File: config.mk
export PLATFORM = sky130hd
export DESIGN_NAME = dbg_trig_unit
export DESIGN_NICKNAME = d
export VERILOG_FILES = /design/src/rtl/dbg_trig_pkg.sv /design/src/rtl/trig_cmp.sv /design/src/rtl/trig_level.sv /design/src/rtl/trig_seq.sv /design/src/rtl/dbg_trig_unit.sv
export SDC_FILE = /design/constraint.sdc
export NUM_CORES = 1
export LEC_CHECK = 0
export BUFFER_PORTS_ARGS = -buffer_cell sky130_fd_sc_hd__buf_2
export CAP_MARGIN = 15
export CORE_MARGIN = 2
export CORE_UTILIZATION = 53
export DETAILED_ROUTE_END_ITERATION = 16
export PLACE_DENSITY = 0.75
export SETUP_SLACK_MARGIN = 0.1
export SLEW_MARGIN = 10
export SYNTH_ARGS = -nofsm -noshare
export SYNTH_HDL_FRONTEND = slang
export SYNTH_SLANG_ARGS = --single-unit
export TNS_END_PERCENT = 10
File: constraint.sdc
create_clock -name clk -period 5.3 [get_ports clk]
set_input_delay 0.53 -clock clk [delete_from_list [all_inputs] [get_ports clk]]
set_output_delay 0.53 -clock clk [all_outputs]
set_load 0.02 [all_outputs]
File: src/rtl/dbg_trig_pkg.sv
package dbg_trig_pkg;

   typedef enum logic [1:0] {
      TS_IDLE  = 2'd0,
      TS_ARMED = 2'd1,
      TS_WAIT2 = 2'd2,
      TS_DONE  = 2'd3
   } trig_st_e;

   localparam logic [1:0] RSP_SHOW = 2'b00;
   localparam logic [1:0] RSP_HALT = 2'b01;
   localparam logic [1:0] RSP_IRQ  = 2'b10;

   localparam int DEF_W    = 32;
   localparam int HALF_W   = 16;
   localparam int LANE_FLD = 4;

   localparam logic [2:0] SEL_DEF  = 3'd0;
   localparam logic [2:0] SEL_PC   = 3'd1;
   localparam logic [2:0] SEL_LO   = 3'd2;
   localparam logic [2:0] SEL_HI   = 3'd3;
   localparam logic [2:0] SEL_DVAL = 3'd4;
   localparam logic [2:0] SEL_DMSK = 3'd5;

   typedef struct packed {
      logic                en;
      logic [LANE_FLD-1:0] lanes;
      logic                rng_en;
      logic                pc_en;
      logic                or_mode;
   } lvl_cfg_t;

endpackage

File: src/rtl/trig_cmp.sv
module trig_cmp
   import dbg_trig_pkg::*;
#(
   parameter int AW = 32,
   parameter int DW = 32,
   localparam int LANES = DW / 8
) (
   input  logic             clk,
   input  logic             rst_n,
   input  logic             we,
   input  logic [2:0]       sel,
   input  logic [31:0]      wdata,
   input  logic [AW-1:0]    obs_pc,
   input  logic [AW-1:0]    obs_addr,
   input  logic [DW-1:0]    obs_data,
   output logic             pc_hit,
   output logic             rng_hit,
   output logic [LANES-1:0] lane_hit
);

   logic [AW-1:0] pc_q, lo_q, hi_q;
   logic [DW-1:0] dval_q, dmsk_q;

   always_ff @(posedge clk or negedge rst_n) begin
      if (!rst_n) begin
         pc_q   <= '0;
         lo_q   <= '0;
         hi_q   <= '0;
         dval_q <= '0;
         dmsk_q <= '0;
      end else if (we) begin
         case (sel)
            SEL_PC:   pc_q   <= wdata[AW-1:0];
            SEL_LO:   lo_q   <= wdata[AW-1:0];
            SEL_HI:   hi_q   <= wdata[AW-1:0];
            SEL_DVAL: dval_q <= wdata[DW-1:0];
            SEL_DMSK: dmsk_q <= wdata[DW-1:0];
            default: ;
         endcase
      end
   end

   assign pc_hit  = (obs_pc == pc_q);
   assign rng_hit = (obs_addr >= lo_q) && (obs_addr <= hi_q);

   for (genvar l = 0; l < LANES; l++) begin : g_lane
      assign lane_hit[l] =
         ((obs_data[8*l +: 8] ^ dval_q[8*l +: 8]) & ~dmsk_q[8*l +: 8]) == 8'h00;
   end

endmodule

File: src/rtl/trig_level.sv
module trig_level
   import dbg_trig_pkg::*;
#(
   parameter int LANES = 4
) (
   input  lvl_cfg_t         cfg,
   input  logic             pc_hit,
   input  logic             rng_hit,
   input  logic [LANES-1:0] lane_hit,
   output logic             hit
);

   logic d_term, r_term, a_term, p_term, comb;

   assign d_term = &(lane_hit | ~cfg.lanes[LANES-1:0]);
   assign r_term = cfg.rng_en ? rng_hit : 1'b1;
   assign a_term = r_term & d_term;

   generate
      if (LANES < LANE_FLD) begin : g_spare
         logic unused_lanes;
         assign unused_lanes = ^cfg.lanes[LANE_FLD-1:LANES];
      end
   endgenerate

   always_comb begin
      if (cfg.or_mode) begin
         p_term = cfg.pc_en & pc_hit;
         comb   = p_term | a_term;
      end else begin
         p_term = cfg.pc_en ? pc_hit : 1'b1;
         comb   = p_term & a_term;
      end
   end

   assign hit = cfg.en & comb;

endmodule

File: src/rtl/trig_seq.sv
module trig_seq
   import dbg_trig_pkg::*;
(
   input  logic       clk,
   input  logic       rst_n,
   input  logic       def_wr,
   input  logic       new_en1,
   input  logic       obs_vld,
   input  logic       l1_hit,
   input  logic       l2_hit,
   input  logic       l2_en,
   input  logic [1:0] rsp,
   output logic [1:0] status,
   output logic       disp,
   output logic       halt,
   output logic       irq
);

   trig_st_e st_q, st_d;
   logic     fire;

   always_comb begin
      st_d = st_q;
      fire = 1'b0;
      if (def_wr) begin
         st_d = new_en1 ? TS_ARMED : TS_IDLE;
      end else if (obs_vld) begin
         case (st_q)
            TS_ARMED:
               if (l1_hit) begin
                  if (l2_en) begin
                     st_d = TS_WAIT2;
                  end else begin
                     st_d = TS_DONE;
                     fire = 1'b1;
                  end
               end
            TS_WAIT2:
               if (l2_hit) begin
                  st_d = TS_DONE;
                  fire = 1'b1;
               end
            default: ;
         endcase
      end
   end

   always_ff @(posedge clk or negedge rst_n) begin
      if (!rst_n) begin
         st_q <= TS_IDLE;
         disp <= 1'b0;
         halt <= 1'b0;
         irq  <= 1'b0;
      end else begin
         st_q <= st_d;
         disp <= fire;
         halt <= fire && (rsp == RSP_HALT);
         irq  <= fire && (rsp == RSP_IRQ);
      end
   end

   assign status = st_q;

endmodule

File: src/rtl/dbg_trig_unit.sv
module dbg_trig_unit
   import dbg_trig_pkg::*;
#(
   parameter int AW = 32,
   parameter int DW = 32
) (
   input  logic          clk,
   input  logic          rst_n,
   input  logic          cfg_we,
   input  logic [2:0]    cfg_sel,
   input  logic [31:0]   cfg_wdata,
   input  logic          obs_vld,
   input  logic [AW-1:0] obs_pc,
   input  logic [AW-1:0] obs_addr,
   input  logic [DW-1:0] obs_data,
   output logic [1:0]    trig_status,
   output logic          trace_strobe,
   output logic          halt_req,
   output logic          dbg_irq_req
);

   localparam int LANES = DW / 8;

   if (AW < 1 || AW > 32) begin : g_bad_aw
      $error("dbg_trig_unit: AW must be 1..32");
   end
   if (DW < 8 || DW > 32 || (DW % 8) != 0) begin : g_bad_dw
      $error("dbg_trig_unit: DW must be 8, 16, 24 or 32");
   end

   logic [DEF_W-1:0] def_q;
   logic             def_wr;
   logic             pc_hit, rng_hit;
   logic [LANES-1:0] lane_hit;
   logic [1:0]       lvl_hit;
   logic             unused_def;

   assign def_wr     = cfg_we && (cfg_sel == SEL_DEF);
   assign unused_def = ^{def_q[6:0], def_q[22:16]};

   always_ff @(posedge clk or negedge rst_n) begin
      if (!rst_n)      def_q <= '0;
      else if (def_wr) def_q <= cfg_wdata;
   end

   trig_cmp #(.AW(AW), .DW(DW)) i_cmp (
      .clk      (clk),
      .rst_n    (rst_n),
      .we       (cfg_we),
      .sel      (cfg_sel),
      .wdata    (cfg_wdata),
      .obs_pc   (obs_pc),
      .obs_addr (obs_addr),
      .obs_data (obs_data),
      .pc_hit   (pc_hit),
      .rng_hit  (rng_hit),
      .lane_hit (lane_hit)
   );

   for (genvar g = 0; g < 2; g++) begin : g_lvl
      localparam int B = HALF_W * g;
      lvl_cfg_t cfg;
      assign cfg = '{en:      def_q[B+13],
                     lanes:   def_q[B+12:B+9],
                     rng_en:  def_q[B+8],
                     pc_en:   def_q[B+7],
                     or_mode: def_q[14+g]};
      trig_level #(.LANES(LANES)) i_level (
         .cfg      (cfg),
         .pc_hit   (pc_hit),
         .rng_hit  (rng_hit),
         .lane_hit (lane_hit),
         .hit      (lvl_hit[g])
      );
   end

   trig_seq i_seq (
      .clk     (clk),
      .rst_n   (rst_n),
      .def_wr  (def_wr),
      .new_en1 (cfg_wdata[13]),
      .obs_vld (obs_vld),
      .l1_hit  (lvl_hit[0]),
      .l2_hit  (lvl_hit[1]),
      .l2_en   (def_q[HALF_W+13]),
      .rsp     (def_q[31:30]),
      .status  (trig_status),
      .disp    (trace_strobe),
      .halt    (halt_req),
      .irq     (dbg_irq_req)
   );

endmodule

Yosys cells after proc, flatten, opt, wreduce, memory -nomap -nowiden
Cells that the tools add are included.

word-level totals
  register bits after elaboration = 197
  word-level logic and storage cells = 88
  bits of input ports = 135
  output and inout port bits = 5

operators by class
  eq/ne operators = 12
  multiplexer cells = 19
  magnitude comparators = 2
  reductions and logical operators = 19
  bitwise operators = 26

operators by type and width
  operator                                        number
  bitwise AND 8 bit                               4
  == test 32 bit                                  1
  greater-or-equal comparator 32 bit              1
  less-or-equal comparator 32 bit                 1
  logical NOT 8 bit                               4
  NOT 8 bit                                       4
  bitwise XOR 8 bit                               4
  two-way mux 1 bit                               13
  AND reduction 4 bit                             3
  AND reduction 2 bit                             5
  bitwise AND 1 bit                               8
  two-way mux 2 bit                               4
  NOT 4 bit                                       2
  bitwise OR 4 bit                                2
  == test 3 x 2 -> 1 bit (second input constant)  2
  == test 3 bit (second input constant)           2
  inequality test 3 bit (second input constant)   2
  == test 2 x 1 -> 1 bit (second input constant)  2
  == test 2 bit (second input constant)           2
  logical AND 1 bit                               4
  case mux 2 bit (2 select lines)                 1
  == test 3 x 1 -> 1 bit (second input constant)  1
  logical NOT 3 bit                               1
  nonzero test 3 bit                              1
  3 further kinds                                 4

Depth between registers and ports, before layout
Gate-level depths: netlist (run 1).

  word-level depth = 14
  mapped depth = 10
  depth with buffers taken out = 10

By module
Synthesis (run 1) repeated with hierarchy kept, for this count alone.

second synthesis, totals
  cells, all modules = 785
  area, all modules = 9380.2 sq um

by module, submodules not included
  module         cells each  times used  area each (sq um)  sequential area each (sq um)
  trig_cmp       699         1           8229.1             4003.8
  dbg_trig_unit  39          1           742.0              450.4
  trig_seq       25          1           286.5              125.1
  trig_level     11          2           61.3               0.0

Least setup slack after synthesis (run 1)
Ideal clock, no wire load.

  path type = input to register
  start = input obs_addr[15]
  end = register i_seq.halt
  buffers on the path = 0
  stages on the path = 9
  arrival = 2.637 ns
  slack = 2.551 ns
  data required time = 5.189 ns
  library setup time = 0.111 ns
  cells stage by stage = ha_1 nand4_1 nor4_1 a21boi_1 o31a_1 o41ai_2 a21oi_1 or3_4 a2111oi_2

on the way
  word-level cells in the longest chain between the ends = 12
  elaborated cells on any way between the ends = 21
  classes of those cells = order compare: 2; mux: 9; bitwise: 8; reduce/logical: 2

RTL lines
  item                                                                                   line                                RTL
  start, declared                                                                        dbg_trig_unit.sv:14                 input logic [AW-1:0] obs_addr,
  greater-or-equal comparator 32 bit or less-or-equal comparator 32 bit (tied branches)  trig_cmp.sv:44                      assign rng_hit = (obs_addr >= lo_q) && (obs_addr <= hi_q);
  logical AND 1 bit *                                                                    trig_cmp.sv:44
  two-way mux 1 bit                                                                      trig_level.sv:16                    assign r_term = cfg.rng_en ? rng_hit : 1'b1;
  bitwise AND 1 bit                                                                      trig_level.sv:17                    assign a_term = r_term & d_term;
  bitwise AND 1 bit or bitwise OR 1 bit (tied branches)                                  trig_level.sv:32, trig_level.sv:29
  two-way mux 1 bit                                                                      trig_level.sv:27                    if (cfg.or_mode) begin
  bitwise AND 1 bit                                                                      trig_level.sv:36                    assign hit = cfg.en & comb;
  two-way mux 1 bit, on equally long branches                                            trig_seq.sv:39, trig_seq.sv:30
  case mux 1 bit (2 select lines) *                                                      trig_seq.sv:28                      case (st_q)
  two-way mux 1 bit *                                                                    trig_seq.sv:27                      end else if (obs_vld) begin
  two-way mux 1 bit *                                                                    trig_seq.sv:25                      if (def_wr) begin
  logical AND 1 bit *                                                                    trig_seq.sv:57                      halt <= fire && (rsp == RSP_HALT);
  end signal, assigned                                                                   trig_seq.sv:57
  end, declared                                                                          trig_seq.sv:15                      output logic halt,

Mark *: on every way between the ends. The rest lies on a longest branch, timed or not.
A chain may end at the register's enable or synchronous reset.

Final worst setup path (run 1)
  start = register i_cmp.lo_q[25]
  end = register i_seq.halt

on the way
  word-level cells in the longest chain between the ends = 12
  elaborated cells on any way between the ends = 20
  classes of those cells = order compare: 1; mux: 9; bitwise: 8; reduce/logical: 2

RTL lines
  item                                                   line                                RTL
  start, declared                                        trig_cmp.sv:21                      logic [AW-1:0] pc_q, lo_q, hi_q;
  start signal, assigned                                 trig_cmp.sv:34                      SEL_LO: lo_q <= wdata[AW-1:0];
  greater-or-equal comparator 32 bit *                   trig_cmp.sv:44
  logical AND 1 bit *                                    trig_cmp.sv:44
  two-way mux 1 bit                                      trig_level.sv:16
  bitwise AND 1 bit                                      trig_level.sv:17
  bitwise AND 1 bit or bitwise OR 1 bit (tied branches)  trig_level.sv:32, trig_level.sv:29
  two-way mux 1 bit                                      trig_level.sv:27
  bitwise AND 1 bit                                      trig_level.sv:36
  two-way mux 1 bit, on equally long branches            trig_seq.sv:39, trig_seq.sv:30
  case mux 1 bit (2 select lines) *                      trig_seq.sv:28
  two-way mux 1 bit *                                    trig_seq.sv:27
  two-way mux 1 bit *                                    trig_seq.sv:25
  logical AND 1 bit *                                    trig_seq.sv:57

Marked as above.

==> impl_metrics.py, run 1 <==
metrics = {
    "run_status": {
        "status": "finished, final reports clean",
    },
    "clocking": {
        "clk_pin_slew_worst_paths_ns": 0.07,
        "clock_sinks": 183,
        "cts_htree_levels": 4,
        "cts_tree": "yes",
        "clock_latency_ns": 0.43,
        "postCtsSetupBuffers": 0,
        "root_buffer": "clkbuf_16",
        "cts_buffer_depth": 2,
        "cts_buffers": 17,
        "cts_resized": 0,
        "cts_hold_repair.buffers": 0,
    },
    "synth": {
        "avgSynthCellArea_um2": 11.4,
        "yosysTopAreaCell": "dfrtp_1",
        "ys_ff_latch": 183,
        "synthesis.yosys.warnings": 0,
        "ys_seq_area_share_pct": 49.0,
        "synthesis.nets": 1019,
        "synth_top_area_share_pct": 49.0,
        "synth_cell_types": 46,
        "synth_area_leaders": "dfrtp_1 49%, mux2_2 16%, ha_1 8.8%",
        "syn-instance-count": 818,
        "syn_area_um2": 9340,
    },
    "sta": {
        "rsz0062_at_grt": "false",
        "finalCriticalPeriod_ns": 3.36,
        "worst_slew_pin_slew_ns": 1.13,
        "fin_setup_tns_ns": 0,
        "finalCritPeriodShare_pct": 63.4,
        "fin_worst_skew_ns": 0.00962,
        "maxSlewHeadroom_pct": 24.3,
        "fin_ws_ns": 1.94,
        "maxSlewViolCount": 0,
        "setup_violations": 0,
        "fmax_mhz": 298,
        "hold_viol_final": 0,
    },
    "floorplanning": {
        "core_area_um2": 17200,
        "die_height_um": 137,
        "start_util_pct": 54.2,
        "io_pins": 140,
        "die_w_um": 137,
        "rows": 48,
        "dieArea_um2": 18700,
    },
    "detailed_routing": {
        "drtAntennaViolNets": 0,
        "route.detailed.drc": 0,
        "via_count": 6653,
        "drt-total-wl_um": 22800,
        "drt_first_pass_iters": 5,
        "drt-initial-drc-count": 385,
        "viasPerCell": 5.56,
        "routedWlPerCell_um": 19.0,
    },
    "critical_path": {
        "worstSetupPathType": "reg -> reg",
        "cp.required_ns": 5.61,
        "r2r_cells": 9,
        "cp_num_cells": 9,
        "critical_path_buf_inv_count": 1,
        "critical_path.max_fanout": 3,
        "start_kind": "register",
        "cp_cell_sequence": "inv_1 -> ha_1 -> and4_1 -> nor4b_1 -> o311ai_1 -> a21oi_1 -> a21oi_1 -> or3_4 -> a2111oi_2",
        "cpLargestDelayFamily": "simple AND/OR/NAND/NOR gates",
        "crit_top_cell": "a21oi_1",
        "max_stage_delay_ns": 0.79,
        "arrival_ns": 3.67,
        "end_kind": "register",
        "crit_slowest_cell": "nor4b_1",
    },
    "placed_design": {
        "dp_slack_ns": 1.58,
        "dp_hpwl_um": 16900,
        "dp_cells": 1165,
        "port_buffers": 139,
        "gp_congestion": 0.850,
    },
    "layout": {
        "area_growth_pct": 16.9,
        "utilization_pct": 63.3,
        "num_antenna_cells": 0,
        "layout-drive-gt1-share_pct": 32.7,
        "nNetsFinal": 1160,
        "stdcell_count": 1197,
        "nFillCells": 1366,
    },
    "power_and_ir_drop": {
        "p_leak_nw": 5.05,
        "finalPower_w": 0.00419,
        "powerDensity_nw_per_um2": 384,
        "max-vdd-ir-drop_uv": 259,
    },
    "worst_hold_path": {
        "hold_path.class": "in -> async",
    },
    "global_route": {
        "overflow": 0,
        "grt_pass1_vias": 6795,
        "grt_pass1_wl_um": 36100,
        "antenna_found_initial": 0,
        "grt_max_degree": 115,
        "grtUsageTotal_pct": 25.9,
    },
    "run": {
        "cap_violations": 0,
    },
}
==> stage by stage <==
step | area (um2) | hold slack (ns)
floorplan | 9340 | 0.234
global placement | 10300 | 0.431
detailed placement | 10300 | 0.436
CTS | 10900 | 0.129
global route | 10900 | 0.145
finish | 10900 | 0.0968
==> area by class of cell <==
class / count / area, um2 / share of cell area (%)
flip-flops and latches: 183 / 4580 / 41.9
multi-input cells: 540 / 4420 / 40.5
repair buffers: 146 / 767 / 7.03
clock buffers: 18 / 429 / 3.93
well taps: 225 / 282 / 2.58
inverters: 71 / 267 / 2.44
clock inverters: 14 / 173 / 1.58
==> metal layers <==
metal | up-vias | share of wire [%] | GRT usage [%] | wire (um)
met5 | - | 0 | 0 | 0
met4 | 0 | 1.9 | 8.28 | 443
met3 | 25 | 6.1 | 4.96 | 1390
met2 | 212 | 46 | 41.0 | 10500
met1 | 3252 | 46 | 36.3 | 10500
li1 | 3164 | - | - | -
==> cell families after synthesis <==
group | count (synthesis) | synth area share [%]
compound gates | 132 | 8.90
xor+xnor | 64 | 6.00
fa+ha+maj | 66 | 8.84
buf+inv | 95 | 3.82
flops | 183 | 49.0
mux | 129 | 15.6
simple gates | 149 | 7.83
==> cell usage in the layout, fill, tap and decap left out, types with 4 or more instances in the layout <==
cell	n
o211ai_1	4
inv_1	71
mux2_2	129
buf_4	6
nand2b_1	5
dfrtp_1	183
xnor2_1	64
nand2_1	94
nand3_1	8
a21o_1	6
buf_2	138
clkinvlp_4	4
o21ai_0	45
o41ai_1	8
clkbuf_16	17
o22ai_1	16
a21oi_1	31
and4_1	4
nand4_1	18
ha_1	66
==> worst paths after layout <==
kind | slack [ns] | end | start
worst min-delay path | 0.1 | i_cmp.lo_q[13] | rst_n
worst max-delay path | 1.94 | i_seq.halt | i_cmp.lo_q[25]
worst min register to register | 0.45 | i_seq.halt | def_q[31]
min in group clk | 0.39 | def_q[11] | cfg_wdata[11]
max in group asynchronous | 4.17 | i_cmp.dval_q[15] | rst_n
worst max register to register | 1.94 | i_seq.halt | i_cmp.lo_q[25]
==> power breakdown <==
part           switching, W  internal, W  total [W]
combinational      0.000522     0.000506    0.00103
clock              0.000552     0.000746    0.00130
sequential         0.000169      0.00170    0.00187
==> synthesized netlist by cell type, drive strengths merged <==
library cell / count
o21ai: 45
nand4b: 2
xnor2: 64
o21a: 2
clkbuf: 24
nand2: 94
nor4: 4
nand3b: 2
a221oi: 3
nor3b: 2
o31ai: 1
a21oi: 31
o22ai: 16
ha: 66
a2111oi: 4
nor2: 1
dfrtp: 183
nand4: 19
a22oi: 2
nand2b: 5
o31a: 1
inv: 71
nor4b: 2
a21o: 6
or3: 3
nor2b: 1
a211o: 1
nor3: 2
and4: 4
o2111ai: 1
o41ai: 9
nand3: 8
mux2: 129
o211ai: 5
a31oi: 1
o311ai: 2
a21boi: 2
==> registers in the layout (all words and copies together), names as in the netlist <==
register      flops
i_cmp.pc_q       32
i_cmp.dval_q     32
i_cmp.dmsk_q     32
def_q            18
i_cmp.hi_q       32
i_seq.halt        1
i_seq.status      2
i_cmp.lo_q       32
i_seq.disp        1
i_seq.irq         1
Power figures use the tool's default switching activity.
==> inputs of run 2 (changes only) <==
--- a/config.mk
+++ b/config.mk
@@ -5,6 +5,7 @@
 export SDC_FILE = /design/constraint.sdc
 export NUM_CORES = 1
 export LEC_CHECK = 0
+export ABC_AREA = 1
 export BUFFER_PORTS_ARGS = -buffer_cell sky130_fd_sc_hd__buf_2
 export CAP_MARGIN = 15
 export CORE_MARGIN = 2
==> constraint.sdc (replaced) <==
create_clock -name clk -period 3.1 [get_ports clk]
set_input_delay 0.31 -clock clk [delete_from_list [all_inputs] [get_ports clk]]
set_output_delay 0.31 -clock clk [all_outputs]
set_load 0.02 [all_outputs]
==> run 2 against run 1 <==
Sequential power is 67% higher. Area after synthesis is 0.70% higher. Synthesized cell count is 41% higher. Utilization is 0.30 points lower. Combinational power is 49% higher. Worst hold slack better by 0.068 ns. Clock skew is 0.0045 ns lower. Final area is 0.13% lower. Largest cell class unchanged.
==> impl_metrics.py, run 2 <==
metrics = {
    "placed_design": {
        "port_buffers": 139,
        "gp_congestion": 0.844,
        "dp_hpwl_um": 16200,
        "dp_cells": 1492,
        "dp_slack_ns": 0.887,
    },
    "synth": {
        "synth_most_common_cell": "nand2_1",
        "synthesis.yosys.warnings": 0,
        "avgSynthCellArea_um2": 8.14,
        "synth_top_flop_cell": "dfrtp_1",
        "synth_area_leaders": "dfrtp_1 49%, nand2_1 13%, o21ai_0 10%",
        "ys_seq_area_share_pct": 48.7,
        "syn-instance-count": 1155,
        "synth_common_cells": "335 x nand2_1, 195 x o21ai_0, 183 x dfrtp_1, 139 x inv_1, 79 x nor2_1",
        "synth_cell_types": 28,
        "async_flop_share_pct": 100,
        "ys_ff_latch": 183,
        "synthesis.nets": 1356,
        "synth_top_area_share_pct": 48.7,
        "yosysTopAreaCell": "dfrtp_1",
        "synth-edff-count": 0,
        "syn_area_um2": 9400,
    },
    "clocking": {
        "root_buffer": "clkbuf_16",
        "cts_buffers": 17,
        "clock_sinks": 183,
        "postCtsSetupBuffers": 0,
        "cts_resized": 0,
        "clock_latency_ns": 0.43,
        "cts_tree": "yes",
        "cts_htree_levels": 4,
        "cts_buffer_depth": 2,
        "clk_pin_slew_worst_paths_ns": 0.06,
    },
    "layout": {
        "num_antenna_cells": 0,
        "mostFrequentLayoutCell": "nand2_1",
        "utilization_pct": 63.0,
        "final_cell_mix": "332 x nand2_1, 195 x o21ai_0, 183 x dfrtp_1, 139 x inv_1, 138 x buf_2",
        "nFillCells": 1555,
        "stdcell_count": 1519,
        "layout-drive-gt1-share_pct": 15.0,
        "nNetsFinal": 1488,
        "area_growth_pct": 16.0,
    },
    "global_route": {
        "busiest_layer": "met2",
        "met3_usage_pct": 4.93,
        "grtUsageMet2_pct": 41.6,
        "grtUsageMet1_pct": 35.4,
        "grt_pass1_vias": 7443,
        "grt_max_degree": 80,
        "antenna_found_initial": 0,
        "overflow": 0,
        "grtUsageTotal_pct": 25.6,
        "grt_pass1_wl_um": 36800,
    },
    "floorplanning": {
        "start_util_pct": 54.4,
        "dieArea_um2": 18800,
        "core_area_um2": 17300,
        "die_height_um": 137,
        "die_w_um": 137,
        "io_pins": 140,
        "rows": 48,
    },
    "sta": {
        "worst_slew_pin_slew_ns": 1.11,
        "fin_ws_ns": 0.915,
        "rsz0062_at_grt": "false",
        "hold_viol_final": 0,
        "maxSlewHeadroom_pct": 25.8,
        "maxSlewViolCount": 0,
        "fin_worst_skew_ns": 0.00510,
        "finalCriticalPeriod_ns": 2.18,
        "finalCritPeriodShare_pct": 70.5,
        "fin_setup_tns_ns": 0,
        "fmax_mhz": 458,
        "setup_violations": 0,
    },
    "critical_path": {
        "end_kind": "register",
        "arrival_ns": 2.50,
        "start_kind": "register",
        "cp.required_ns": 3.42,
        "worstSetupPathType": "reg -> reg",
        "critical_path.max_fanout": 3,
    },
    "power_and_ir_drop": {
        "powerDensity_nw_per_um2": 620,
        "finalPower_w": 0.00676,
        "p_leak_nw": 5.76,
        "max-vdd-ir-drop_uv": 427,
    },
    "detailed_routing": {
        "route.detailed.drc": 0,
        "viasPerCell": 5.11,
        "drt-initial-drc-count": 541,
        "drtAntennaViolNets": 0,
        "drt_first_pass_iters": 5,
        "routedWlPerCell_um": 14.7,
        "via_count": 7766,
        "drt-total-wl_um": 22300,
    },
    "run_status": {
        "status": "finished, final reports clean",
    },
    "run": {
        "cap_violations": 0,
    },
    "worst_hold_path": {
        "hold_path.class": "in -> reg",
    },
}
[run 2: cell count changes after synthesis, moves of 7 or more]
cell | previous run | this run
inv_1 | 71 | 139
xnor2_1 | 64 | 19
mux2_2 | 129 | 0
clkbuf_1 | 24 | 33
xor2_1 | 0 | 12
or2_2 | 0 | 8
o41ai_1 | 8 | 0
nor2_1 | 1 | 79
nand2_1 | 94 | 335
nand3_1 | 8 | 15
o21ai_0 | 45 | 195
o22ai_1 | 16 | 0
[run 2: worst paths after layout]
path,startpoint,slack (ns),cells after the start,endpoint
max,i_cmp.hi_q[27],0.92,18,i_seq.status[0]
min,cfg_wdata[13],0.16,3,def_q[13]
max reg2reg,i_cmp.hi_q[27],0.92,18,i_seq.status[0]
min reg2reg,i_cmp.dmsk_q[5],0.48,2,i_cmp.dmsk_q[5]
max in group asynchronous,rst_n,1.98,3,i_cmp.lo_q[0]
min in group asynchronous,rst_n,0.31,2,i_cmp.pc_q[9]
[run 2: repair_timing]
item | in CTS | in global routing
hold endpoints to repair | 24 | 0
setup endpoints to repair | 0 | 0
hold buffers | 1 | 0
[run 2: cell families after synthesis]
logic type | after synthesis | synth area share, %
and+or+nand+nor | 469 | 20.1
AOI/OAI and AO/OA | 233 | 12.6
buffers and inverters | 173 | 6.92
xor gates and xnor gates | 31 | 2.89
DFF | 183 | 48.7
adders and majority gates | 66 | 8.78
[run 2: metrics by stage]
step	area [um2]	hold slack [ns]
3_3_place_gp	10300	0.190
3_5_place_dp	10300	0.195
5_1_grt	10900	0.211
4_1_cts	10900	0.151
6_report	10900	0.165
2_1_floorplan	9400	0.0144
[run 2: metal layers]
metal | vias to the layer above | share of wire (%) | wire length (um)
met5 | - | 0 | 0
met4 | 0 | 1.6 | 348
met3 | 27 | 5.4 | 1210
li1 | 3937 | - | -
met2 | 192 | 47 | 10500
met1 | 3610 | 46 | 10200
[run 2: cell type report]
| type | count | area (um2) | share of cell area (%) |
|---|---|---|---|
| multi-input combinational | 799 | 4190 | 38.4 |
| timing repair buffer | 146 | 769 | 7.06 |
| clock inverter | 4 | 72.6 | 0.666 |
| sequential | 183 | 4580 | 42.0 |
| clock buffer | 22 | 484 | 4.44 |
| inverter | 140 | 527 | 4.83 |
| tap | 225 | 282 | 2.58 |
[run 2: report_power, final]
group	internal, W	switching (W)	total, W
Combinational	0.000651	0.000878	0.00153
Clock	0.00124	0.000858	0.00210
Sequential	0.00284	0.000283	0.00312
[run 2: worst max-delay path: stages (launching register included)]
cell	delay, ns
dfrtp_1	0.36
inv_1	0.06
ha_1	0.29
a21oi_1	0.17
o21ai_0	0.11
nand2_1	0.07
nand2_1	0.06
a21oi_1	0.20
nand2_1	0.08
nand2_1	0.06
nand2_1	0.07
nand2_1	0.06
nand2_1	0.04
nand2_1	0.05
nand2_1	0.06
nand2_1	0.11
nand3_2	0.09
nand2_1	0.06
nand2_1	0.05
